`config.mk`:
```
export PLATFORM = sky130hd
export DESIGN_NAME = fetch_front
export DESIGN_NICKNAME = d
export VERILOG_FILES = /design/src/rtl/fetch_front_pkg.sv /design/src/rtl/fetch_valid_flag.sv /design/src/rtl/fetch_ir_reg.sv /design/src/rtl/fetch_jump_decode.sv /design/src/rtl/fetch_pc_unit.sv /design/src/rtl/fetch_front.sv
export SDC_FILE = /design/constraint.sdc
export NUM_CORES = 1
export LEC_CHECK = 0
export BUFFER_PORTS_ARGS = -buffer_cell sky130_fd_sc_hd__buf_2
export CAP_MARGIN = 0
export CORE_MARGIN = 4
export CORE_UTILIZATION = 55
export CTS_BUF_LIST = sky130_fd_sc_hd__clkbuf_4 sky130_fd_sc_hd__clkbuf_8 sky130_fd_sc_hd__clkbuf_16
export DETAILED_ROUTE_END_ITERATION = 6
export PLACE_DENSITY = 0.86
export SETUP_SLACK_MARGIN = 0.4
export SLEW_MARGIN = 10
export SYNTH_ARGS = -nofsm -noshare
export SYNTH_HDL_FRONTEND = slang
export SYNTH_SLANG_ARGS = --single-unit
```
`constraint.sdc`:
```
create_clock -name clk -period 6.9 [get_ports clk]
set_input_delay 0.345 -clock clk [delete_from_list [all_inputs] [get_ports clk]]
set_output_delay 0.345 -clock clk [all_outputs]
set_load 0.01 [all_outputs]
```
`src/rtl/fetch_front_pkg.sv`:
```
package fetch_front_pkg;
   localparam int INSN_W = 32;
   localparam int OFF_W  = 16;
   localparam int OPC_LO = 26;
   localparam logic [5:0] OPC_RELJ  = 6'b000100;
   localparam logic [5:0] OPC_SPEC  = 6'b000000;
   localparam logic [5:0] FN_REGJ   = 6'b001000;

   typedef enum logic [1:0] {
      REDIR_SEQ = 2'd0,
      REDIR_REL = 2'd1,
      REDIR_REG = 2'd2
   } redir_e;
endpackage

```
`src/rtl/fetch_valid_flag.sv`:
```
module fetch_valid_flag (
   input  logic clk,
   input  logic rst,
   input  logic refill_done_i,
   output logic valid_o
);
   always_ff @(posedge clk) begin
      if (rst)                valid_o <= 1'b0;
      else if (refill_done_i) valid_o <= 1'b1;
   end

   a_r2_sticky: assert property (@(posedge clk) disable iff (rst)
      valid_o |=> valid_o);
   a_r2_set_after_refill: assert property (@(posedge clk) disable iff (rst)
      refill_done_i |=> valid_o);
endmodule

```
`src/rtl/fetch_ir_reg.sv`:
```
module fetch_ir_reg
   import fetch_front_pkg::*;
(
   input  logic              clk,
   input  logic              rst,
   input  logic              stall_i,
   input  logic              valid_i,
   input  logic [INSN_W-1:0] word_i,
   output logic [INSN_W-1:0] ir_o
);
   // masking with a registered flag: one AND level on the cache-to-IR path
   logic [INSN_W-1:0] masked_word;
   assign masked_word = word_i & {INSN_W{valid_i}};

   always_ff @(posedge clk) begin
      if (rst)          ir_o <= '0;
      else if (!stall_i) ir_o <= masked_word;
   end

   a_r3_zero_fill: assert property (@(posedge clk) disable iff (rst)
      (!valid_i && !stall_i) |=> (ir_o == '0));
   a_r4_ir_hold: assert property (@(posedge clk) disable iff (rst)
      stall_i |=> $stable(ir_o));
endmodule

```
`src/rtl/fetch_jump_decode.sv`:
```
module fetch_jump_decode
   import fetch_front_pkg::*;
#(
   parameter bit REGJ_EN = 1'b1
) (
   input  logic [INSN_W-1:0] ir_i,
   output redir_e            kind_o,
   output logic [OFF_W-1:0]  off_o
);
   logic [5:0] opc;
   logic       rel_hit;
   logic       reg_hit;
   logic       unused_fields;

   assign opc           = ir_i[INSN_W-1:OPC_LO];
   assign off_o         = ir_i[OFF_W-1:0];
   assign rel_hit       = (opc == OPC_RELJ);
   assign unused_fields = ^ir_i[OPC_LO-1:OFF_W];

   generate
      if (REGJ_EN) begin : g_regj
         assign reg_hit = (opc == OPC_SPEC) && (ir_i[5:0] == FN_REGJ);
      end else begin : g_no_regj
         assign reg_hit = 1'b0;
      end
   endgenerate

   always_comb begin
      if (rel_hit)      kind_o = REDIR_REL;
      else if (reg_hit) kind_o = REDIR_REG;
      else              kind_o = REDIR_SEQ;
   end

   // the all-zero no-op must never be seen as a jump
   always_comb begin
      if (ir_i == '0) a_r9_zero_is_seq: assert (kind_o == REDIR_SEQ);
   end
endmodule

```
`src/rtl/fetch_pc_unit.sv`:
```
module fetch_pc_unit
   import fetch_front_pkg::*;
#(
   parameter int                ADDR_W    = 32,
   parameter logic [ADDR_W-1:0] RESET_VEC = '0
) (
   input  logic              clk,
   input  logic              rst,
   input  logic              advance_i,
   input  redir_e            kind_i,
   input  logic [OFF_W-1:0]  off_i,
   input  logic [ADDR_W-1:0] reg_target_i,
   output logic [ADDR_W-1:0] pc_o
);
   localparam int EXT_W = ADDR_W - OFF_W - 2;

   logic [ADDR_W-1:0] off_bytes;
   logic [ADDR_W-1:0] pc_next;
   logic              unused_low;

   assign off_bytes  = {{EXT_W{off_i[OFF_W-1]}}, off_i, 2'b00};
   assign unused_low = ^reg_target_i[1:0];

   always_comb begin
      unique case (kind_i)
         REDIR_REL: pc_next = pc_o + off_bytes;
         REDIR_REG: pc_next = {reg_target_i[ADDR_W-1:2], 2'b00};
         default:   pc_next = pc_o + ADDR_W'(4);
      endcase
   end

   always_ff @(posedge clk) begin
      if (rst)            pc_o <= RESET_VEC;
      else if (advance_i) pc_o <= pc_next;
   end

   a_r4_pc_hold_idle: assert property (@(posedge clk) disable iff (rst)
      !advance_i |=> $stable(pc_o));
   a_r5_seq_step: assert property (@(posedge clk) disable iff (rst)
      (advance_i && kind_i == REDIR_SEQ) |=> (pc_o == $past(pc_o) + ADDR_W'(4)));
   a_r7_word_aligned: assert property (@(posedge clk) disable iff (rst)
      (advance_i && kind_i == REDIR_REG) |=> (pc_o[1:0] == 2'b00));
endmodule

```
`src/rtl/fetch_front.sv`:
```
module fetch_front
   import fetch_front_pkg::*;
#(
   parameter int                ADDR_W    = 32,
   parameter logic [ADDR_W-1:0] RESET_VEC = ADDR_W'(32'h0000_0100),
   parameter bit                REGJ_EN   = 1'b1
) (
   input  logic              clk,
   input  logic              rst,
   input  logic              cache_stall_i,
   input  logic              refill_done_i,
   input  logic [31:0]       code_word_i,
   input  logic [ADDR_W-1:0] reg_target_i,
   output logic [ADDR_W-1:0] fetch_addr_o,
   output logic [31:0]       instr_o,
   output logic              code_valid_o
);
   generate
      if (ADDR_W < OFF_W + 2 || ADDR_W > 64) begin : g_bad_width
         $error("fetch_front: ADDR_W out of range");
      end
      if (RESET_VEC[1:0] != 2'b00) begin : g_bad_vec
         $error("fetch_front: RESET_VEC must be word aligned");
      end
   endgenerate

   logic   advance;
   redir_e kind;
   logic [OFF_W-1:0] off;

   assign advance = code_valid_o && !cache_stall_i;

   fetch_valid_flag u_valid (
      .clk           (clk),
      .rst           (rst),
      .refill_done_i (refill_done_i),
      .valid_o       (code_valid_o)
   );

   fetch_ir_reg u_ir (
      .clk     (clk),
      .rst     (rst),
      .stall_i (cache_stall_i),
      .valid_i (code_valid_o),
      .word_i  (code_word_i),
      .ir_o    (instr_o)
   );

   fetch_jump_decode #(.REGJ_EN(REGJ_EN)) u_dec (
      .ir_i   (instr_o),
      .kind_o (kind),
      .off_o  (off)
   );

   fetch_pc_unit #(.ADDR_W(ADDR_W), .RESET_VEC(RESET_VEC)) u_pc (
      .clk          (clk),
      .rst          (rst),
      .advance_i    (advance),
      .kind_i       (kind),
      .off_i        (off),
      .reg_target_i (reg_target_i),
      .pc_o         (fetch_addr_o)
   );

   a_r3_pc_frozen_until_valid: assert property (@(posedge clk) disable iff (rst)
      !code_valid_o |=> (fetch_addr_o == $past(fetch_addr_o)));
endmodule

```
; ---- Yosys cells after proc, flatten, opt, wreduce, memory -nomap -nowiden
; Cells that the tools add are included.
[totals]
out_inout_bits = 65
inputBits = 68
register_bits = 65
elab_cells = 17
[op_classes]
n_reduce_logical = 4
muxes = 3
n_eq_ne = 4
bitwise_logic = 1
addsub = 2
[ops]
columns = cell, n
row1 = 32-bit case mux with 2 select lines, 1
row2 = "32-bit by 3-bit adder with 32-bit output, second input constant", 1
row3 = 32-bit adder, 1
row4 = 32-bit AND, 1
row5 = "6-bit by 3-bit equality test with 1-bit output, second input constant", 1
row6 = "6-bit by 4-bit equality test with 1-bit output, second input constant", 1
row7 = 6-bit logical NOT, 1
row8 = 2-bit 2-to-1 mux, 2
row9 = "2-bit by 1-bit equality test with 1-bit output, second input constant", 1
row10 = "2-bit equality test, second input constant", 1
row11 = 1-bit logical AND, 2
row12 = 1-bit logical NOT, 1

; ---- Logic depth before layout (Yosys ltp)
[depth]
ltp_word = 6
depth_mapped = 13
ltp_nobuf = 12

; ---- Modules after synthesis
; Synthesis repeated with hierarchy kept, for this count alone.
[unflattened]
hier_cells = 608
hier_area_um2 = 4643.2
[by_module_without_submodules]
columns = mod, seq_area_each_um2, instances, area_per_inst_um2, cells_per_inst
row1 = fetch_pc_unit, 600.6, 1, 3180.6, 442
row2 = fetch_ir_reg, 640.6, 1, 1247.4, 141
row3 = fetch_jump_decode, 0.0, 1, 171.4, 22
row4 = fetch_valid_flag, 20.0, 1, 30.0, 2
row5 = fetch_front, 0.0, 1, 13.8, 1

; ---- Least setup slack after synthesis
; Ideal clock, no wire load.
[synth_timing]
kind = reg-to-reg
startpoint = register u_ir.ir_o[27]
endpoint = register u_pc.pc_o[22]
setup_slack_ns = 2.804
n_path_buf = 0
arrival_ns = 4.022
t_required_ns = 6.826
period_less_slack_ns = 4.096
stages_incl_launch_ff = 13
setup_ns = 0.074
path_cell_list = dfxtp_1 > or4_4 > nor3_1 > nand2b_1 > ha_1 > fa_1 > a21o_1 > a221oi_1 > o21ai_1 > a211oi_2 > mux2_2 > or4_1 > a31oi_1
[synth_via]
elab_chain_cells = 6
word_cells_on_any_way = 8
cone_classes = eq/ne (3) / mux (3) / reduce/logical (2)
[synth_rtl]
columns = item, line_no
row1 = start: declaration, fetch_ir_reg.sv:9  ; output logic [INSN_W-1:0] ir_o
row2 = start signal: assignment, fetch_ir_reg.sv:17  ; else if (!stall_i) ir_o <= masked_word;
row3 = 6-bit logical NOT, fetch_jump_decode.sv:22  ; assign reg_hit = (opc == OPC_SPEC) && (ir_i[5:0] == FN_REGJ);
row4 = 1-bit logical AND, fetch_jump_decode.sv:22
row5 = 2-bit 2-to-1 mux, fetch_jump_decode.sv:30  ; else if (reg_hit) kind_o = REDIR_REG;
row6 = 2-bit 2-to-1 mux (*), fetch_jump_decode.sv:29  ; if (rel_hit) kind_o = REDIR_REL;
row7 = 2-bit equality test / 2-bit by 1-bit equality test with 1-bit output (equally long branches), fetch_pc_unit.sv:25  ; unique case (kind_i)
row8 = 32-bit case mux with 2 select lines (*), fetch_pc_unit.sv:25
row9 = end signal: assignment, fetch_pc_unit.sv:34  ; else if (advance_i) pc_o <= pc_next;
row10 = end: declaration, fetch_pc_unit.sv:13  ; output logic [ADDR_W-1:0] pc_o
; Mark *: on every way between the ends. The rest lies on a longest branch, timed or not.
; A chain may end at the register's enable or synchronous reset.

; ---- Worst setup path after layout
; Ends and elaborated chain as after synthesis.

==> impl_results.md <==
- Hold WC Path Type: input port to flop
- Max_cap viols: 0
- Cell Area, Synth: 0.00406 mm²
- RSZ-0062 raised after global routing: false
- Dominant register cell in the synthesized netlist: dfxtp_1
- WS Path Type: flop to flop
- CTS clock-pin slew for the worst setup and hold paths: 0.07 ns
- Crit end category: flop
- Starting DRC count in detailed routing: around 300
- Max Transition Viols Final: 0
- Number of endpoints failing setup at the final stage: 0
- Status: finished clean
- Area growth from synthesis to layout: 20.8%
- Post-synthesis compound-gate area fraction: 23.6%
- Setup slack, reg-to-reg: between 2 and 2.5 ns
- Placer Congestion: 1.00
- Antenna violations before repair: 1
- Launch instance of the worst min-delay path: refill_done_i
- Row count: 31
- Core region area: 0.00721 mm²
- Mux contribution to synthesized area: 4.01%
- Total Nets Final: roughly 710
- HPWL after detailed placement: 8300 µm
- Combinational family with the most area after synthesis: simple AND/OR/NAND/NOR gates
- Post-synth cell types: 57
- Number of flops mapped to enable cells by yosys: 0
- FMAX: 223 MHz
- I/O pin total: 133
- Gr usage total: ~27%
- Internal power: ~620 µW
- Number of design rule violations left after detail routing: 0
- Number of hold buffers added after cts: 0
- Max Buffers Root-to-Sink: 2
- Fraction of registers with async set/reset: 0%
- Quantity of gates resized following cts: 0
- Data arrival at the endpoint of the critical path: 4.76 ns
- Routed WL: 12000 µm
- Routed wirelength normalized by instance count: ~16 µm
- Sequential element share of the synthesized area: 31.1%
- Buffer cell driving the clock tree root: clkbuf_8
- Area enclosed by the die boundary: roughly 0.0088 mm²
- Antenna viol nets, final: 0
- Adder-cell share of the synthesized area: 5.12%
- Count of port buffers added during placement: around 130
- CTS tree: yes
- Final period utilization: between 60% and 70%
- Detailed-routing iteration count for the pre-antenna-repair pass: 7
- Final min period: 4.49 ns
- Measured slew at the worst slew-check pin: roughly 1.0 ns
- Clock insertion delay at the later pin of the skew report: roughly 0.34 ns
- Via count of the routed design: 4455
- Cell depth of the worst min-delay path: 3
- RR Endpoint: u_pc.pc_o[22]
- Largest driver fanout on the critical path: 16
- Setup Slack @ Placement: 2.48 ns
- Grt ovf: 0
- Final total negative setup slack: 0 ns
- Power share of the combinational group: 14.5%
- Clock buffer count from CTS: 9
- Parity-gate share of the synthesized area counting xor and xnor cells: 2.16%
- Number of cells produced by synthesis: 526
- Area share of and/or/nand/nor cells after synthesis: 28.9%
- Sw frac: roughly 28%
- Pin count of the biggest net entering global routing: 74
- Vias in the first global route: approximately 4200
- Buffers inserted during post-CTS setup optimization: 0
- Data required time at the worst endpoint: 7.16 ns
- Number of hold-slack violations in the final timing report: 0
- Vias per cell: 6.09
- # clock sinks: 63
- #FFs+latches synth: 63
- Largest vdd supply drop: 0.134 mV
- Total net switching power: 237 µW
- Hold Worst Slack: 0.214 ns
- Global-route wire length before repair: 19400 µm
- P_leak: 0.00227 µW
- Reg-to-reg startpoint: u_ir.ir_o[27]
- FILL cells: 627
- Fraction of layout cells with a size suffix above 1: between 20% and 30%
- Syn Area/Cell: 7.72 µm²
- Category of the worst setup path launch point: flop
- Fin worst setup slack: between 2 and 2.5 ns
- Setup skew after layout: 0.00829 ns
- Vert. Die Dim: 93.9 µm
- Portion of total power attributed to the clock network: 39.4%
- Number of warnings reported in the yosys synthesis log: 0
- Initial Util: 56.3%
- Maximum level of the CTS H-tree: 3
- Pwr Density: 174 mW/mm²
- Worst hold path endpoint: u_valid.valid_o
- Max_slew headroom: 29.9%
- Number of cells traversed by the worst register-to-register path: 13
- Fraction of power consumed by sequential logic: 46.1%
- Horizontal die dimension: 93.9 µm
## cell families (layout without fill, tap and decap cells)
family,count (synthesis),count (layout)
simple gates,228,228
compound gates,140,140
flops,63,63
buf+inv,52,156
fa+ha+maj,16,16
mux,16,16
xor+xnor,10,10
other cells,1,3
## final cells by class
class,instances,area (µm²),share of cell area [%]
clock buffers,12,159,3.24
well taps,99,124,2.53
multi-input cells,412,2610,53.2
flip-flops and latches,63,1260,25.7
clock inverters,3,42.5,0.868
inverters,8,30.0,0.612
diodes,1,2.50,0.0510
repair buffers,133,678,13.8
## worst max-delay path by stage
stage / start / end / slack [ns] / depth (start not counted)
3_5_place_dp: u_ir.ir_o[27] / u_pc.pc_o[18] / 2.48 / 13
4_1_cts: u_ir.ir_o[27] / u_pc.pc_o[22] / 2.45 / 13
6_report: u_ir.ir_o[27] / u_pc.pc_o[22] / 2.41 / 13
5_1_grt: u_ir.ir_o[27] / u_pc.pc_o[22] / 2.25 / 13
3_3_place_gp: u_ir.ir_o[27] / u_pc.pc_o[22] / 2.53 / 13
2_1_floorplan: u_ir.ir_o[27] / u_pc.pc_o[22] / 2.80 / 12
## registers in the layout (all words and copies together), names as in the netlist
register and cells:
u_pc.pc_o 30, u_valid.valid_o 1, u_ir.ir_o 32
## cells in the final DEF, fill, tap and decap left out, drive strengths merged, types with 3 or more instances in the layout
| cell type | instances |
|---|---|
| nand2 | 42 |
| and3 | 16 |
| dfxtp | 63 |
| nor2 | 56 |
| and2 | 23 |
| and4 | 3 |
| nor4 | 4 |
| a21o | 12 |
| mux2i | 14 |
| nand2b | 5 |
| xor2 | 4 |
| a21oi | 28 |
| o21ai | 15 |
| or4 | 13 |
| or3 | 3 |
| nor3 | 17 |
| o211ai | 6 |
| or2 | 4 |
| a31oi | 17 |
| nand3 | 25 |
| nor4b | 3 |
| nand4 | 9 |
| xnor2 | 6 |
| inv | 8 |
| ha | 15 |
| clkbuf | 12 |
| a22oi | 33 |
| a211oi | 5 |
| buf | 133 |
| a311oi | 6 |
## layer usage
layer / GRT usage, % / part of all wire [%] / vias up / wire length, µm
li1: - / - / 2148 / -
met1: 34.4 / 42 / 2074 / 5060
met2: 45.9 / 48 / 216 / 5730
met3: 4.97 / 8.5 / 17 / 1020
met4: 9.63 / 1.4 / 0 / 163
met5: 0 / 0 / - / 0
## per-stage QoR
step           std cells  area, µm²  util [%]  total power, µW
6_report             731       4900      68.0              855
5_1_grt              731       4900      68.0              891
4_1_cts              730       4900      67.9              858
3_5_place_dp         715       4700      65.1              525
3_3_place_gp         715       4700      65.1              520
2_1_floorplan        527       4060         -              475
## cell usage after synthesis (all sizes together) (8+ instances only)
library cell,count,area share (%)
nor3,17,2.1
nand3,25,3.1
nor2,56,5.2
and2,23,3.5
a22oi,33,6.1
a21o,12,2.2
ha,15,4.6
o21ai,15,1.8
mux2i,14,3.5
nand4,9,1.4
dfxtp,63,31
a21oi,28,3.5
clkbuf,40,3.7
and3,16,2.5
a31oi,17,2.6
nand2,42,3.9
or4,13,2.6
inv,8,0.74
## critical path, stage by stage, from the launching register on
cell,delay (ns)
dfxtp_1,0.32
or4_4,0.57
nor3_1,0.15
buf_4,0.23
nand2b_1,0.08
ha_1,0.22
fa_1,0.41
a21o_1,0.21
a221oi_1,0.47
o21ai_1,0.29
a211oi_2,0.49
mux2_2,0.40
or4_1,0.40
a31oi_1,0.17
## power groups by stage
stage	clock network, µW	registers (µW)	logic, µW
after global routing	357	396	138
after global placement	0	401	120
after CTS	341	394	124
after floorplan	0	403	72.5
after detailed placement	0	402	123
final	337	394	124
(Power assumes the default switching activity.)
